**config.mk**
```make
export PLATFORM = sky130hd
export DESIGN_NAME = dual_bus_host_port
export DESIGN_NICKNAME = d
export VERILOG_FILES = /design/src/rtl/hostif_pkg.sv /design/src/rtl/hostif_sync.sv /design/src/rtl/hostif_strobe.sv /design/src/rtl/hostif_nibble.sv /design/src/rtl/dual_bus_host_port.sv
export SDC_FILE = /design/constraint.sdc
export NUM_CORES = 1
export LEC_CHECK = 0
export BUFFER_PORTS_ARGS = -buffer_cell sky130_fd_sc_hd__clkbuf_2
export CORE_ASPECT_RATIO = 2
export CORE_MARGIN = 2
export CORE_UTILIZATION = 40
export CTS_CLUSTER_DIAMETER = 60
export DETAILED_ROUTE_END_ITERATION = 10
export PLACE_DENSITY_LB_ADDON = 0.05
export SETUP_SLACK_MARGIN = 0.1
export SLEW_MARGIN = 20
export SYNTH_ARGS = -nofsm -noshare
export SYNTH_HDL_FRONTEND = slang
export SYNTH_SLANG_ARGS = --single-unit
```
**constraint.sdc**
```tcl
create_clock -name clk -period 3.9 [get_ports clk]
set_input_delay 0.78 -clock clk [delete_from_list [all_inputs] [get_ports clk]]
set_output_delay 0.78 -clock clk [all_outputs]
set_load 0.005 [all_outputs]
```
**src/rtl/hostif_pkg.sv**
```systemverilog
package hostif_pkg;
  localparam int BUS_W = 8;
  localparam int NIB_W = BUS_W / 2;
  localparam logic [2:0] WIDTH_OPC = 3'b001;
  localparam int WIDTH_BIT = 4;

  // Write condition of the selected signalling style.
  function automatic logic wr_strobe(input logic m68, input logic cs_n,
                                     input logic rw, input logic en);
    return !cs_n && (m68 ? (en && !rw) : !rw);
  endfunction

  // Read condition of the selected signalling style.
  function automatic logic rd_strobe(input logic m68, input logic cs_n,
                                     input logic rw, input logic en);
    return !cs_n && (m68 ? (en && rw) : !en);
  endfunction

  // Place the current half of a byte on the upper lanes in narrow mode.
  function automatic logic [BUS_W-1:0] lane_view(input logic [BUS_W-1:0] v,
                                                 input logic wide, input logic lo);
    if (wide) return v;
    if (lo) return {v[NIB_W-1:0], {NIB_W{1'b0}}};
    return {v[BUS_W-1:NIB_W], {NIB_W{1'b0}}};
  endfunction

  function automatic logic [BUS_W-1:0] status_word(input logic busy);
    return {busy, {(BUS_W-1){1'b0}}};
  endfunction

  function automatic logic is_width_cmd(input logic [BUS_W-1:0] b);
    return b[BUS_W-1 -: 3] == WIDTH_OPC;
  endfunction
endpackage

```
**src/rtl/hostif_sync.sv**
```systemverilog
module hostif_sync #(
  parameter int W = 1,
  parameter int STAGES = 2,
  parameter logic [W-1:0] RST_VAL = '0
) (
  input  logic         clk,
  input  logic         rst_n,
  input  logic [W-1:0] d,
  output logic [W-1:0] q
);
  logic [W-1:0] chain [STAGES];

  generate
    for (genvar g = 0; g < STAGES; g++) begin : g_stage
      if (g == 0) begin : g_first
        always_ff @(posedge clk or negedge rst_n)
          if (!rst_n) chain[0] <= RST_VAL;
          else        chain[0] <= d;
      end else begin : g_next
        always_ff @(posedge clk or negedge rst_n)
          if (!rst_n) chain[g] <= RST_VAL;
          else        chain[g] <= chain[g-1];
      end
    end
  endgenerate

  assign q = chain[STAGES-1];
endmodule

```
**src/rtl/hostif_strobe.sv**
```systemverilog
module hostif_strobe
  import hostif_pkg::*;
#(
  parameter int W = BUS_W
) (
  input  logic         clk,
  input  logic         rst_n,
  input  logic         m68,
  input  logic         cs_n_s,
  input  logic         rs_s,
  input  logic         rw_s,
  input  logic         en_s,
  input  logic [W-1:0] din_s,
  output logic         wr_done,
  output logic         rd_done,
  output logic         rs_h,
  output logic [W-1:0] din_h
);
  logic wr_act, rd_act, wr_q, rd_q;

  assign wr_act = wr_strobe(m68, cs_n_s, rw_s, en_s);
  assign rd_act = rd_strobe(m68, cs_n_s, rw_s, en_s);

  // Trailing edge of a qualified strobe.
  assign wr_done = wr_q && !wr_act;
  assign rd_done = rd_q && !rd_act;

  always_ff @(posedge clk or negedge rst_n) begin
    if (!rst_n) begin
      wr_q  <= 1'b0;
      rd_q  <= 1'b0;
      rs_h  <= 1'b0;
      din_h <= '0;
    end else begin
      wr_q <= wr_act;
      rd_q <= rd_act;
      if (wr_act || rd_act) begin
        rs_h  <= rs_s;
        din_h <= din_s;
      end
    end
  end
endmodule

```
**src/rtl/hostif_nibble.sv**
```systemverilog
module hostif_nibble
  import hostif_pkg::*;
#(
  parameter int W = BUS_W,
  parameter int H = NIB_W
) (
  input  logic         clk,
  input  logic         rst_n,
  input  logic         xfer_wr,
  input  logic         xfer_rd,
  input  logic         rs_h,
  input  logic [W-1:0] din_h,
  output logic         wide,
  output logic         lo_phase,
  output logic         byte_wr,
  output logic         byte_rd,
  output logic [W-1:0] byte_val
);
  logic [H-1:0] hi_q;
  logic         width_hit;
  logic         wide_next;

  assign byte_wr  = xfer_wr && (wide || lo_phase);
  assign byte_rd  = xfer_rd && (wide || lo_phase);
  assign byte_val = wide ? din_h : {hi_q, din_h[W-1 -: H]};

  assign width_hit = byte_wr && !rs_h && is_width_cmd(byte_val);
  assign wide_next = width_hit ? byte_val[WIDTH_BIT] : wide;

  always_ff @(posedge clk or negedge rst_n) begin
    if (!rst_n) begin
      wide     <= 1'b1;
      lo_phase <= 1'b0;
      hi_q     <= '0;
    end else begin
      wide <= wide_next;
      if (xfer_wr && !wide && !lo_phase) hi_q <= din_h[W-1 -: H];
      if (wide_next != wide)                       lo_phase <= 1'b0;
      else if ((xfer_wr || xfer_rd) && !wide)      lo_phase <= !lo_phase;
    end
  end

  // a high nibble write always leaves the phase on the low nibble
  assert_hi_then_lo_R9: assert property (@(posedge clk) disable iff (!rst_n)
    (xfer_wr && !wide && !lo_phase) |=> lo_phase);

  // a width change returns the phase to the high nibble
  assert_phase_home_R11: assert property (@(posedge clk) disable iff (!rst_n)
    !$stable(wide) |-> !lo_phase);
endmodule

```
**src/rtl/dual_bus_host_port.sv**
```systemverilog
module dual_bus_host_port
  import hostif_pkg::*;
#(
  parameter int W = BUS_W,
  parameter int SYNC_STAGES = 2
) (
  input  logic         clk,
  input  logic         rst_n,
  input  logic         mode_m68,
  input  logic         cs_n,
  input  logic         rs,
  input  logic         rw_wr,
  input  logic         e_rd,
  input  logic [W-1:0] din,
  output logic [W-1:0] dout,
  output logic         dout_en,
  input  logic         busy_in,
  input  logic [W-1:0] ram_rd_data,
  output logic         ir_wr,
  output logic [W-1:0] ir_data,
  output logic         dr_wr,
  output logic [W-1:0] dr_data,
  output logic         ram_rd_req,
  output logic         wide_mode
);
  localparam int PW = W + 4;
  localparam logic [PW-1:0] PIN_IDLE = {1'b1, {(PW-1){1'b0}}};

  logic [PW-1:0] pins_s;
  logic          cs_n_s, rs_s, rw_s, en_s;
  logic [W-1:0]  din_s;
  logic          wr_done, rd_done, rs_h;
  logic [W-1:0]  din_h;
  logic          lo_phase, byte_wr, byte_rd;
  logic [W-1:0]  byte_val;
  logic          fetch_pend;
  logic [W-1:0]  out_reg;
  logic [W-1:0]  rd_value;

  hostif_sync #(.W(PW), .STAGES(SYNC_STAGES), .RST_VAL(PIN_IDLE)) u_sync (
    .clk (clk),
    .rst_n (rst_n),
    .d ({cs_n, rs, rw_wr, e_rd, din}),
    .q (pins_s)
  );
  assign {cs_n_s, rs_s, rw_s, en_s, din_s} = pins_s;

  hostif_strobe #(.W(W)) u_strobe (
    .clk (clk),
    .rst_n (rst_n),
    .m68 (mode_m68),
    .cs_n_s (cs_n_s),
    .rs_s (rs_s),
    .rw_s (rw_s),
    .en_s (en_s),
    .din_s (din_s),
    .wr_done (wr_done),
    .rd_done (rd_done),
    .rs_h (rs_h),
    .din_h (din_h)
  );

  hostif_nibble #(.W(W), .H(W/2)) u_nibble (
    .clk (clk),
    .rst_n (rst_n),
    .xfer_wr (wr_done),
    .xfer_rd (rd_done),
    .rs_h (rs_h),
    .din_h (din_h),
    .wide (wide_mode),
    .lo_phase (lo_phase),
    .byte_wr (byte_wr),
    .byte_rd (byte_rd),
    .byte_val (byte_val)
  );

  always_ff @(posedge clk or negedge rst_n) begin
    if (!rst_n) begin
      ir_wr      <= 1'b0;
      dr_wr      <= 1'b0;
      ir_data    <= '0;
      dr_data    <= '0;
      ram_rd_req <= 1'b0;
      fetch_pend <= 1'b0;
      out_reg    <= '0;
    end else begin
      ir_wr      <= byte_wr && !rs_h;
      dr_wr      <= byte_wr && rs_h;
      ram_rd_req <= byte_rd && rs_h;
      fetch_pend <= ram_rd_req;
      if (byte_wr && !rs_h) ir_data <= byte_val;
      if (byte_wr && rs_h)  dr_data <= byte_val;
      if (fetch_pend)       out_reg <= ram_rd_data;
    end
  end

  // Bus drive follows the pins directly so the host sees data in its own cycle.
  assign rd_value = rs ? out_reg : status_word(busy_in);
  assign dout     = lane_view(rd_value, wide_mode, lo_phase);
  assign dout_en  = rd_strobe(mode_m68, cs_n, rw_wr, e_rd);

  // a deselected port never drives the bus
  assert_quiet_R2: assert property (@(posedge clk) disable iff (!rst_n)
    cs_n |-> !dout_en);

  // instruction and data pulses are exclusive
  assert_ir_dr_excl_R3: assert property (@(posedge clk) disable iff (!rst_n)
    !(ir_wr && dr_wr));

  // write pulses last one cycle
  assert_ir_one_shot_R4: assert property (@(posedge clk) disable iff (!rst_n)
    ir_wr |=> !ir_wr);
  assert_dr_one_shot_R4: assert property (@(posedge clk) disable iff (!rst_n)
    dr_wr |=> !dr_wr);

  // one fetch per completed data byte
  assert_fetch_one_shot_R7: assert property (@(posedge clk) disable iff (!rst_n)
    ram_rd_req |=> !ram_rd_req);

  // lower lanes are zero in the narrow path
  assert_low_lanes_R10: assert property (@(posedge clk) disable iff (!rst_n)
    (dout_en && !wide_mode) |-> (dout[W/2-1:0] == '0));
endmodule

```
# Word-level counts from Yosys, hierarchy flattened

Index checks and enable logic that the tools add are counted.

Output and inout port bits: 29
Register bits after elaboration: 69

Reductions and logical operators: 31
Muxes and demuxes: 15
Eq/ne operators: 2

Operators with widths:

| operator                                       | count |
|---|---|
| 2-to-1 mux 8 bit                               | 6 |
| logical AND 1 bit                              | 17 |
| logical NOT 1 bit                              | 10 |
| 2-to-1 mux 1 bit                               | 9 |
| == test 3 x 1 -> 1 bit (second input constant) | 1 |
| logical OR 1 bit                               | 3 |
| nonzero test 2 bit                             | 1 |
| != test 1 bit                                  | 1 |

# Longest topological paths before layout

Depth in word-level cells: 12
Mapped depth: 6

# Hierarchy

From an unflattened synthesis, not the netlist that was laid out.

Cells, all modules: 237
Area total of the unflattened synthesis: 2,992.9 um2

Modules (own cells, without submodules):

| module             | sequential area each (um2) | instances | area an instance (um2) | cells each |
|---|---|---|---|---|
| dual_bus_host_port | 700.7                      | 1         | 1,167.4                | 77 |
| hostif_strobe      | 275.3                      | 1         | 724.4                  | 90 |
| hostif_sync        | 603.1                      | 1         | 693.2                  | 36 |
| hostif_nibble      | 151.4                      | 1         | 407.9                  | 34 |

# Least setup slack after synthesis

No wires, ideal clock.

Path type: input -> output
From: input port rs
To: output port dout[7]
Path slack: 1.859 ns
Data arrival time: 1.261 ns
Buffers on the path: 1
Stages on the path: 3
Cells stage by stage: clkbuf_1 mux2i_1 a21oi_1

Longest elaborated chain between the ends: 5

RTL lines:

| what                 | line                     | source |
|---|---|---|
| start: declaration   | dual_bus_host_port.sv:11 | `input logic rs,` |
| 2-to-1 mux 8 bit (*) | dual_bus_host_port.sv:98 | `assign rd_value = rs ? out_reg : status_word(busy_in);` |
| 2-to-1 mux 8 bit     | hostif_pkg.sv:22         | `if (wide) return v;` |
| 2-to-1 mux 8 bit     | hostif_pkg.sv:23         | `if (lo) return {v[NIB_W-1:0], {NIB_W{1'b0}}};` |
| 2-to-1 mux 8 bit     | hostif_pkg.sv:24         | `return {v[BUS_W-1:NIB_W], {NIB_W{1'b0}}};` |
| 2-to-1 mux 8 bit (*) | hostif_pkg.sv:23         |  |
| end: declaration     | dual_bus_host_port.sv:15 | `output logic [W-1:0] dout,` |

Every way passes the cells marked *; elsewhere a longest branch is shown, timed or not. The select of a mux whose other input is x is not followed.

# Worst setup path after layout

From: register u_nibble.wide
To: output port dout[5]

Longest elaborated chain between the ends: 2

RTL lines:

| what                     | line                | source |
|---|---|---|
| start: declaration       | hostif_nibble.sv:13 | `output logic wide,` |
| start signal: assignment | hostif_nibble.sv:36 | `wide <= wide_next;` |
| 2-to-1 mux 1 bit         | hostif_pkg.sv:22    |  |
| 2-to-1 mux 8 bit         | hostif_pkg.sv:23    |  |

Every way passes these cells.

==> impl_metrics.toml <==
[sta]
skew_ns = 0.00393
relSlewSlack_pct = 55.1
setup_viol_count_final = 0
tightest_slew_ns = 0.671
setup-tns-final_ns = 0
fin_crit_sh_pct = 67.0
finalCriticalPeriod_ns = 2.61
setup_slack_ns = 1.29
fmax_mhz = 383
hold_viol = 0
rsz0062_at_grt = "no"
slew_violations = 0

[synth]
synth_edf_count = 0
synthCells = 192
synth_warnings = 0
ys_types = 41
synth-main-ff-cell = "dfrtp_1"
synth_nets = 216
syn_area_um2 = 2690
syn_area_per_cell_um2 = 14.0
synth_seq_cells = 69
async_flop_share_pct = 100
seq_area_frac_synth_pct = 64.4

[floorplan]
fp-row-count = 42
die_h_um = 120
die_w_um = 61.9
initial_utilization_pct = 40.9
core_area_um2 = 6570
ios = 53
die_area_um2 = 7420

[cts]
cts-root-buf = "clkbuf_16"
clockBufferDepth = 2
htreeDepth = 3
cts_tree = "done"
hold_buffers = 0
cts_resized = 0
cts.sinks = 69
cts_made_buffers = 9
clk_latency_ns = 0.32
cts_setup_buffers = 0
clkTransAtPathRegs_ns = 0.05

[final_layout]
post-route-util_pct = 51.8
num_antenna_cells = 0
fin_nets = 275
syn2layout_area_growth_pct = 26.8
final_common_cell = "dfrtp_1"
mostFrequentLayoutCells = "dfrtp_1, clkbuf_2, nand2_1"
drive_gt1_share_pct = 40.8
num-fill-cells = 600
multi_input_area_um2 = 906
seq_area_um2 = 1730

[place]
place_ws_ns = 1.61
gp_congestion = 0.695
port_buffers = 52
dp_hpwl_mm = 3.51

[global_route]
grt_pass1_vias = 1672
grt_pass1_wl_mm = 8.15
grt_start_max_net_pins = 48
top_usage_layer = "met2"
met3_usage_pct = 4.53
track_usage_pct = 15.6
grtUsageMet1_pct = 17.6
overflow = 0
use_met2_pct = 24.9
antenna_found_initial = 0

[hold_path]
holdPathEnd = "u_sync.q[8]$_DFF_PN0_"
holdPathStages = 0
min-delay-start = "u_sync.chain[20]$_DFF_PN0_"
hp-class = "flop to flop"

[power]
peakVddDrop_mv = 0.405
leakage_nw = 1.64
p_per_area_nw_per_um2 = 742

[routing]
drc_errors = 0
ant_nets = 0
wl_per_cell_um = 14.3
drt-total-wl_mm = 4.91
first_pass_iters = 4
drtIter0Drc = 39
vias = 1629
vias_per_cell = 4.75

[worst_setup_path]
crit_arrival_ns = 1.83
cp_cell_sequence = "nand2b_1 > nand2_1 > a21boi_0 > clkbuf_2"
r2r_start = "u_nibble.wide$_DFF_PN1_"
r2r-end = "u_nibble.lo_phase$_DFFE_PN0P_"
rr_worst_depth = 5
required_ns = 3.12
max_stage_delay_ns = 0.84
slowest_stage = "dfstp_2"
critPathKind = "flop to primary output"
startpoint_type = "flop"
cp-end-kind = "primary output"
setup.worst_path.start = "u_nibble.wide$_DFF_PN1_"
cp_max_fo = 23
rrSetupSlack_ns = 1.89

[outcome]
outcome = "finished, final reports clean"

[job]
cap_violations = 0
==> area by class of cell <==
class                      instances  area share (%)
sequential                        69            50.8
multi-input combinational        113            26.6
timing repair buffer              55            8.38
clock buffer                      11            7.13
clock inverter                     4            3.53
tap                               88            3.23
inverter                           3           0.331
==> cell families after synthesis <==
family,count (synthesis),share of synthesized area (%)
flops,69,64.4
simple gates,50,11.2
mux,31,13.8
compound gates,32,8.43
buf+inv,10,2.10
==> where the power goes <==
part	internal [mW]	switching, mW
Combinational	0.268	0.217
Clock	0.702	0.274
Sequential	0.904	0.163
==> Yosys cell counts (2+ instances only) <==
master | n | share of area (%)
buf_6 | 2 | 0.84
a21boi_0 | 3 | 0.84
buf_2 | 3 | 0.56
dfrtp_1 | 66 | 62
a21oi_1 | 3 | 0.56
inv_1 | 3 | 0.42
nand2_1 | 23 | 3.2
and3_1 | 4 | 0.93
mux2i_1 | 10 | 3.7
dfstp_2 | 3 | 2.9
o21ai_0 | 17 | 3.2
clkbuf_1 | 2 | 0.28
mux2_4 | 9 | 5.0
mux2_2 | 12 | 5.0
nor2_1 | 5 | 0.70
nand3_1 | 2 | 0.37
==> through the flow <==
stage / total power [mW] / cells / hold WS (ns) / instance area, um2
global route: 2.69 / 343 / 0.349 / 3410
CTS: 2.57 / 343 / 0.346 / 3400
detailed placement: 1.58 / 328 / 0.335 / 3040
floorplan: 1.35 / 192 / 0.331 / 2690
finish: 2.53 / 343 / 0.344 / 3410
global placement: 1.57 / 328 / 0.332 / 3040
==> how the worst max path moves through the flow <==
stage,endpoint,slack (ns),cells after the start
after CTS,dout[5],1.25,4
after floorplan,dout[7],1.86,3
final,dout[5],1.29,4
after detailed placement,dout[5],1.61,4
after global placement,dout[6],1.66,4
after global routing,dout[6],1.13,4
==> critical path, delay by kind of cell (launching register included) <==
| family | cells | cell delay [ns] |
|---|---|---|
| flip-flops | 1 | 0.84 |
| AND/OR/NAND/NOR | 2 | 0.36 |
| AO/OA/AOI/OAI | 1 | 0.17 |
| buffers and inverters | 1 | 0.13 |
==> per-layer routing <==
layer / share of wire (%) / vias up
li1: - / 787
met3: 4.0 / 10
met2: 54 / 49
met5: 0 / -
met4: 2.9 / 0
met1: 39 / 783
(Power assumes the default switching activity.)
